--- src/rtl/ceg_pkg.sv ---
`timescale 1ns/1ps
package ceg_pkg;

    // Gate phases: straight pass, grace hold (output low), blocked (output high)
    typedef enum logic [1:0] {
        GATE_PASS  = 2'd0,
        GATE_HOLD  = 2'd1,
        GATE_BLOCK = 2'd2
    } gate_state_e;

    // Synchronous view of the block's control inputs
    typedef struct packed {
        logic ce_n;   // incoming active-low enable
        logic evt;    // reset event active
        logic batt;   // battery-backup mode
    } gate_in_s;

    // Inactive level of an active-low enable
    localparam logic CE_IDLE = 1'b1;

    // Input path is cut off regardless of phase
    function automatic logic path_cut(input gate_in_s i);
        return i.batt;
    endfunction

    // Capture decision taken in the first cycle of an event
    function automatic logic access_in_flight(input gate_in_s i);
        return i.evt && !i.batt && (i.ce_n == 1'b0);
    endfunction

    // Output level for a phase while an event is active
    function automatic logic event_level(input gate_state_e s, input logic ce_n);
        case (s)
            GATE_PASS:  return ce_n;     // capture cycle: the sampled level itself
            GATE_HOLD:  return 1'b0;     // grace period for the running access
            default:    return CE_IDLE;  // blocked
        endcase
    endfunction

endpackage

--- src/rtl/ceg_hold_timer.sv ---
`timescale 1ns/1ps
module ceg_hold_timer #(
    parameter int HOLD_TICKS = 2400
) (
    input  logic clk,
    input  logic rst,
    input  logic load,
    input  logic run,
    output logic last
);
    localparam int CW = (HOLD_TICKS > 2) ? $clog2(HOLD_TICKS) : 1;
    localparam logic [CW-1:0] LOAD_VAL = CW'(HOLD_TICKS - 1);
    localparam logic [CW-1:0] ONE      = CW'(1);

    logic [CW-1:0] remain_q;

    always_ff @(posedge clk) begin
        if (rst) begin
            remain_q <= '0;
        end else if (load) begin
            remain_q <= LOAD_VAL;
        end else if (run && (remain_q != '0)) begin
            remain_q <= remain_q - ONE;
        end
    end

    // Final held-low cycle in the hold phase
    assign last = run && (remain_q == ONE);

endmodule

--- src/rtl/ceg_state_ctrl.sv ---
`timescale 1ns/1ps
module ceg_state_ctrl
    import ceg_pkg::*;
(
    input  logic        clk,
    input  logic        rst,
    input  gate_in_s    in_s,
    input  logic        hold_last,
    output gate_state_e state,
    output logic        hold_load,
    output logic        hold_run
);
    gate_state_e state_q, state_d;

    always_comb begin
        state_d = state_q;
        if (path_cut(in_s)) begin
            state_d = GATE_BLOCK;
        end else if (!in_s.evt) begin
            state_d = GATE_PASS;
        end else begin
            case (state_q)
                GATE_PASS:  state_d = access_in_flight(in_s) ? GATE_HOLD : GATE_BLOCK;
                GATE_HOLD:  state_d = hold_last ? GATE_BLOCK : GATE_HOLD;
                default:    state_d = GATE_BLOCK;
            endcase
        end
    end

    always_ff @(posedge clk) begin
        if (rst) begin
            state_q <= GATE_BLOCK;
        end else begin
            state_q <= state_d;
        end
    end

    assign state     = state_q;
    assign hold_load = (state_q == GATE_PASS) && access_in_flight(in_s);
    assign hold_run  = (state_q == GATE_HOLD);

endmodule

--- src/rtl/ceg_out_mux.sv ---
`timescale 1ns/1ps
module ceg_out_mux
    import ceg_pkg::*;
(
    input  logic        rst,
    input  gate_in_s    in_s,
    input  gate_state_e state,
    output logic        ce_out_n
);
    always_comb begin
        if (rst || path_cut(in_s)) begin
            ce_out_n = CE_IDLE;
        end else if (!in_s.evt) begin
            ce_out_n = in_s.ce_n;
        end else begin
            ce_out_n = event_level(state, in_s.ce_n);
        end
    end

endmodule

--- src/rtl/ce_gate_ctrl.sv ---
`timescale 1ns/1ps
module ce_gate_ctrl
    import ceg_pkg::*;
#(
    parameter int HOLD_TICKS = 2400
) (
    input  logic clk,
    input  logic rst,
    input  logic ce_in_n,
    input  logic rst_event,
    input  logic batt_mode,
    output logic ce_out_n
);
    gate_in_s    in_s;
    gate_state_e state;
    logic        hold_load;
    logic        hold_run;
    logic        hold_last;

    assign in_s = '{ce_n: ce_in_n, evt: rst_event, batt: batt_mode};

    ceg_state_ctrl u_ctrl (
        .clk       (clk),
        .rst       (rst),
        .in_s      (in_s),
        .hold_last (hold_last),
        .state     (state),
        .hold_load (hold_load),
        .hold_run  (hold_run)
    );

    ceg_hold_timer #(.HOLD_TICKS(HOLD_TICKS)) u_timer (
        .clk  (clk),
        .rst  (rst),
        .load (hold_load),
        .run  (hold_run),
        .last (hold_last)
    );

    ceg_out_mux u_mux (
        .rst      (rst),
        .in_s     (in_s),
        .state    (state),
        .ce_out_n (ce_out_n)
    );

endmodule

--- config.mk ---
export PLATFORM = sky130hd
export DESIGN_NAME = ce_gate_ctrl
export DESIGN_NICKNAME = d
export VERILOG_FILES = /design/src/rtl/ceg_pkg.sv /design/src/rtl/ceg_hold_timer.sv /design/src/rtl/ceg_state_ctrl.sv /design/src/rtl/ceg_out_mux.sv /design/src/rtl/ce_gate_ctrl.sv
export SDC_FILE = /design/constraint.sdc
export NUM_CORES = 1
export LEC_CHECK = 0
export BUFFER_PORTS_ARGS = -buffer_cell sky130_fd_sc_hd__buf_4
export CORE_UTILIZATION = 45
export DETAILED_ROUTE_END_ITERATION = 10
export PLACE_DENSITY = 0.63
export REMOVE_ABC_BUFFERS = 1
export SETUP_SLACK_MARGIN = 0.4
export SYNTH_ARGS = -nofsm -noshare
export SYNTH_HDL_FRONTEND = slang
export SYNTH_SLANG_ARGS = --single-unit
--- constraint.sdc ---
create_clock -name clk -period 3.25 [get_ports clk]
set_input_delay 0.325 -clock clk [delete_from_list [all_inputs] [get_ports clk]]
set_output_delay 0.325 -clock clk [all_outputs]
set_load 0.005 [all_outputs]
==> results.sh, run 1 <==
export IMPL_wl_met3_um=53
export IMPL_cp_max_fo=7
export IMPL_grt_pass1_vias=630
export IMPL_num_rows=14
export IMPL_hold_buffers=0
export IMPL_dp_cells=105
export IMPL_crit_path_end_kind="flop"
export IMPL_antenna_found_initial=0
export IMPL_fin_crit_sh_pct=59.0
export IMPL_post_cts_buffers=0
export IMPL_slowest_stage="a311o_4"
export IMPL_wl_per_cell_um=14.9
export IMPL_dieHeight_um=43.4
export IMPL_cts_tree="built"
export IMPL_cts_resized=0
export IMPL_antenna_cells=0
export IMPL_die_area_um2=1890
export IMPL_switchingPower_mw=0.0735
export IMPL_max_freq_mhz=522
export IMPL_grt_max_degree=12
export IMPL_post_dp_hpwl_um=1210
export IMPL_skew_ps=3.69
export IMPL_yosys_cell_types_count=35
export IMPL_fill_cells=145
export IMPL_min_path_type="input port to flop"
export IMPL_swShare_pct=22.6
export IMPL_worst_hold_path_endpoint="u_ctrl.state[1]"
export IMPL_ios=6
export IMPL_htreeDepth=1
export IMPL_grt_pass1_wl_um=2770
export IMPL_clk_pin_slew_worst_paths_ps=90
export IMPL_path_cells="inv_1 -> ha_1 -> nand3b_1 -> a311o_4 -> or4_1 -> a31oi_1"
export IMPL_yosysWarnings=0
export IMPL_firstDrtPassIters=4
export IMPL_power_density_nw_per_um2=377
export IMPL_die_w_um=43.4
export IMPL_hold_start="batt_mode"
export IMPL_async_flop_share_pct=0
export IMPL_met1_length_um=846
export IMPL_ir_worst_vdd_uv=211
export IMPL_drive_gt1_share_pct=18.3
export IMPL_met2_length_um=716
export IMPL_required_ps=3460
export IMPL_final_common_cell="dfxtp_1"
export IMPL_fin_tns_setup_ps=0
export IMPL_pwr_share_clk_pct=39.0
export IMPL_r2r_slack_ps=1330
export IMPL_clock_sinks=14
export IMPL_syn_area_um2=772
export IMPL_leakage_nw=0.292
export IMPL_synth_edf_count=0
export IMPL_multi_input_area_um2=473
export IMPL_crit_path_max_incr_delay_ps=440
export IMPL_synthFlopType="dfxtp_1"
export IMPL_grt_setup_unrepaired="no"
export IMPL_syn_to_final_growth_pct=11.7
export IMPL_yosysSeqAreaShare_pct=36.3
export IMPL_nets=101
export IMPL_outcome="finished, final reports clean"
export IMPL_internal_power_mw=0.252
export IMPL_drc=0
export IMPL_synth_cells=85
export IMPL_worst_slack_ps=1330
export IMPL_finalSetupViolations=0
export IMPL_start_util_pct=49.5
export IMPL_dpl_instance_area_um2=826
export IMPL_cts_buffers=3
export IMPL_dr_max_layer_used="met4"
export IMPL_clk_insertion_delay_late_ps=280
export IMPL_slew_headroom_pct=65.5
export IMPL_routed_wl_um=1630
export IMPL_ant_nets=0
export IMPL_design_area_um2=862
export IMPL_place_gp_congestion=0.909
export IMPL_core_um2=1560
export IMPL_layout_common_cells="dfxtp_1, nand2_1, a21oi_1, o31ai_1"
export IMPL_slew_viol_final=0
export IMPL_regArea_um2=280
export IMPL_overflow=0
export IMPL_reg2reg_to="u_timer.remain_q[6]"
export IMPL_critPathLaunchType="flop"
export IMPL_vias=697
export IMPL_syn_avg_cell_area_um2=9.08
export IMPL_finalHoldViolations=0
export IMPL_critPathKind="flop to flop"
export IMPL_post_place_ws_ps=1360
export IMPL_grt_use_total_pct=19.9
export IMPL_ys_ff_latch=14
export IMPL_initialDrtViolationCount=19
export IMPL_r2r_cells=6
export IMPL_tightest_slew_ps=517
export IMPL_root_buffer="clkbuf_4"
export IMPL_hold_depth=2
export IMPL_via_per_inst=6.39
export IMPL_period_needed_ps=1920
export IMPL_fin_cells=109
export IMPL_drv_cap=0
export IMPL_io_buffer_count=5
export IMPL_r2r_start="u_timer.remain_q[1]"
export IMPL_combPwrFrac_pct=7.0
export IMPL_pwr_share_seq_pct=54.0
export IMPL_arrival_ps=2130
export IMPL_clk_path_buf_depth=2
cells by family (layout without fill, tap and decap cells):
family | count (synthesis) | count (layout) | share of synthesized area [%]
xor+xnor | 2 | 2 | 2.27
simple gates | 33 | 33 | 26.9
buf+inv | 5 | 13 | 2.43
mux | 1 | 1 | 1.46
fa+ha+maj | 2 | 2 | 3.24
flops | 14 | 14 | 36.3
compound gates | 28 | 28 | 27.4
cell usage after synthesis (2+ instances only):
| cell | count | area (µm²) |
|---|---|---|
| nor3_2 | 2 | 20.0 |
| nand2b_1 | 5 | 31.3 |
| nor4_1 | 2 | 12.5 |
| inv_1 | 4 | 15.0 |
| nor2_1 | 3 | 11.3 |
| or3_1 | 2 | 12.5 |
| or4_1 | 2 | 15.0 |
| ha_1 | 2 | 25.0 |
| nand2_1 | 7 | 26.3 |
| o41ai_1 | 2 | 17.5 |
| a31oi_1 | 5 | 31.3 |
| a21oi_1 | 6 | 30.0 |
| dfxtp_1 | 14 | 280 |
| o311ai_1 | 3 | 26.3 |
| o31ai_1 | 6 | 45.0 |
how the worst max path moves through the flow:
| stage | startpoint | cells past startpoint | end | slack, ps |
|---|---|---|---|---|
| global placement | u_timer.remain_q[0] | 6 | u_timer.remain_q[6] | 1410 |
| CTS | u_timer.remain_q[0] | 6 | u_timer.remain_q[6] | 1350 |
| finish | u_timer.remain_q[1] | 6 | u_timer.remain_q[6] | 1330 |
| detailed placement | u_timer.remain_q[0] | 6 | u_timer.remain_q[6] | 1360 |
| floorplan | u_timer.remain_q[0] | 6 | u_timer.remain_q[6] | 1530 |
| global route | u_timer.remain_q[1] | 6 | u_timer.remain_q[6] | 1240 |
layout make-up:
cell class / count / share of cell area [%]
tap: 16 / 2.32
sequential: 14 / 32.5
timing repair buffer: 5 / 4.35
multi-input combinational: 66 / 54.9
clock buffer: 4 / 4.21
inverter: 4 / 1.74
flip-flops by register name, indices dropped and copies added (netlist names):
register,flops
u_timer.remain_q,12
u_ctrl.state,2
critical path: cells and delay by family, from the launching register on:
family / cells / cell delay [ps]
simple gates: 2 / 570
buf+inv: 1 / 100
flops: 1 / 350
compound gates: 2 / 610
fa+ha+maj: 1 / 220
power groups by stage:
stage               clock network (mW)  registers (mW)  logic, mW
finish                           0.127           0.176     0.0229
global route                     0.141           0.176     0.0260
CTS                              0.129           0.176     0.0230
detailed placement                   0           0.180     0.0229
global placement                     0           0.180     0.0228
floorplan                            0           0.179     0.0133
metal layers:
metal  vias to the layer above  GRT usage [%]
met5                         -              0
met4                         0           10.6
met3                         2           5.00
met2                        15           27.6
met1                       327           28.3
li1                        353              -
per-stage QoR:
step	util (%)	hold WS, ps	power (mW)
5_1_grt	55.3	249	0.343
2_1_floorplan	-	394	0.192
4_1_cts	55.3	245	0.328
3_5_place_dp	53.0	505	0.202
3_3_place_gp	53.0	497	0.202
6_report	55.3	250	0.325
(Power assumes the default switching activity.)
==> run 2: changes to the inputs <==
- PLACE_DENSITY: 0.63 -> 0.65
- clock period: 3.25 -> 1.68 ns (I/O delays scaled with it)
==> run 2 against run 1 <==
- sequential share of layout area down 8.4 points
- sequential power up 93%
- clock power up 97%
- power up 100%
- register-to-register slack worse by 1300 ps
- first-iteration DRC count up 5.3%
- final area up 39%
- final cell count up 19%
- critical path type unchanged
- critical endpoint unchanged
- largest power group unchanged
==> results.sh, run 2 (same netlist as run 1, synthesis figures left out) <==
export IMPL_outcome="finished, final reports clean"
export IMPL_p_total_mw=0.657
export IMPL_cp_max_fo=6
export IMPL_period_needed_ps=1640
export IMPL_antenna_found_initial=0
export IMPL_required_ps=1910
export IMPL_clk_insertion_delay_late_ps=290
export IMPL_routed_wl_um=2250
export IMPL_fin_crit_sh_pct=97.8
export IMPL_utilization_pct=76.8
export IMPL_ios=6
export IMPL_cts_buffers=3
export IMPL_htreeDepth=1
export IMPL_antenna_cells=0
export IMPL_hold_buffers=0
export IMPL_io_buffer_count=5
export IMPL_clk_path_buf_depth=2
export IMPL_nets=122
export IMPL_crit_path_end_kind="flop"
export IMPL_hold_depth=2
export IMPL_grt_setup_unrepaired="yes"
export IMPL_via_per_inst=6.43
export IMPL_fin_hold_ws_ps=94.3
export IMPL_max_freq_mhz=609
export IMPL_place_gp_congestion=0.833
export IMPL_slew_headroom_pct=69.3
export IMPL_die_area_um2=1890
export IMPL_start_util_pct=49.5
export IMPL_grt_use_total_pct=24.6
export IMPL_slew_viol_final=0
export IMPL_vias=836
export IMPL_drc=0
export IMPL_skew_ps=5.17
export IMPL_cts_tree="built"
export IMPL_fill_cells=111
export IMPL_grt_max_degree=12
export IMPL_post_dp_hpwl_um=1320
export IMPL_critPathKind="flop to flop"
export IMPL_leakage_nw=0.443
export IMPL_ant_nets=0
export IMPL_root_buffer="clkbuf_4"
export IMPL_largest_register_ffs=12
export IMPL_power_density_nw_per_um2=549
export IMPL_initialDrtViolationCount=20
export IMPL_post_place_ws_ps=-68.8
export IMPL_grt_pass1_wl_um=3420
export IMPL_syn_to_final_growth_pct=55.1
export IMPL_core_um2=1560
export IMPL_regMostFlops="u_timer.remain_q"
export IMPL_dieHeight_um=43.4
export IMPL_finalSetupViolations=0
export IMPL_arrival_ps=1870
export IMPL_tightest_slew_ps=455
export IMPL_critPathLaunchType="flop"
export IMPL_worst_slack_ps=37.8
export IMPL_ir_worst_vdd_uv=664
export IMPL_drive_gt1_share_pct=54.4
export IMPL_firstDrtPassIters=4
export IMPL_overflow=0
export IMPL_wl_per_cell_um=17.3
export IMPL_drv_cap=0
export IMPL_clk_pin_slew_worst_paths_ps=90
export IMPL_finalHoldViolations=0
export IMPL_grt_pass1_vias=782
export IMPL_final_common_cell="buf_4"
export IMPL_clock_sinks=14
export IMPL_die_w_um=43.4
export IMPL_min_path_type="input port to flop"
export IMPL_num_rows=14
export IMPL_r2r_cells=4
export IMPL_layout_common_cells="buf_4, buf_6, nand2_1, dfxtp_2, dfxtp_1"
[run 2: critical path, cell delays in order (launching register included)]
cell     delay, ps
dfxtp_1        490
nor2_2          90
a311o_4        440
or4_1          420
a31oi_1        130
[run 2: final timing paths]
path                        start             endpoint  slack (ps)
max          u_timer.remain_q[11]  u_timer.remain_q[6]          40
min                     batt_mode      u_ctrl.state[1]          90
max reg2reg  u_timer.remain_q[11]  u_timer.remain_q[6]          40
min reg2reg   u_timer.remain_q[7]  u_timer.remain_q[7]         530
[run 2: area by class of cell]
cell class	count	area (µm²)	share of cell area [%]
tap	16	20.0	1.67
inverter	4	15.0	1.25
multi-input combinational	66	608	50.8
sequential	14	289	24.1
timing repair buffer	26	229	19.1
clock buffer	4	36.3	3.03
[run 2: per-layer routing]
layer | global-route usage [%] | vias to the layer above | share of wire, % | wire length [µm]
li1 | - | 393 | - | -
met4 | 11.9 | 0 | 2.9 | 65
met1 | 30.1 | 404 | 42 | 938
met5 | 0 | - | 0 | 0
met3 | 5.42 | 7 | 4.7 | 105
met2 | 40.9 | 32 | 51 | 1140
[run 2: power by group]
group	internal, mW	leakage (nW)	total (mW)	switching [mW]
sequential	0.335	0.117	0.340	0.00432
combinational	0.0321	0.305	0.0669	0.0348
clock	0.132	0.0210	0.250	0.118
total	0.500	0.443	0.657	0.157
[run 2: stage by stage]
stage	std cells	area, µm²	setup TNS, ps
after CTS	125	1060	0
after global routing	130	1200	-8.26
after floorplan	84	768	-88.6
after detailed placement	117	916	-132
final	130	1200	0
after global placement	117	916	0
[run 2: repair_timing]
| action | in CTS | in global routing |
|---|---|---|
| pin swaps | 15 | 8 |
| buffers inserted | 4 | 5 |
| gates cloned | 0 | 0 |
| gates resized for setup | 20 | 22 |
| setup endpoints to repair | 13 | 15 |
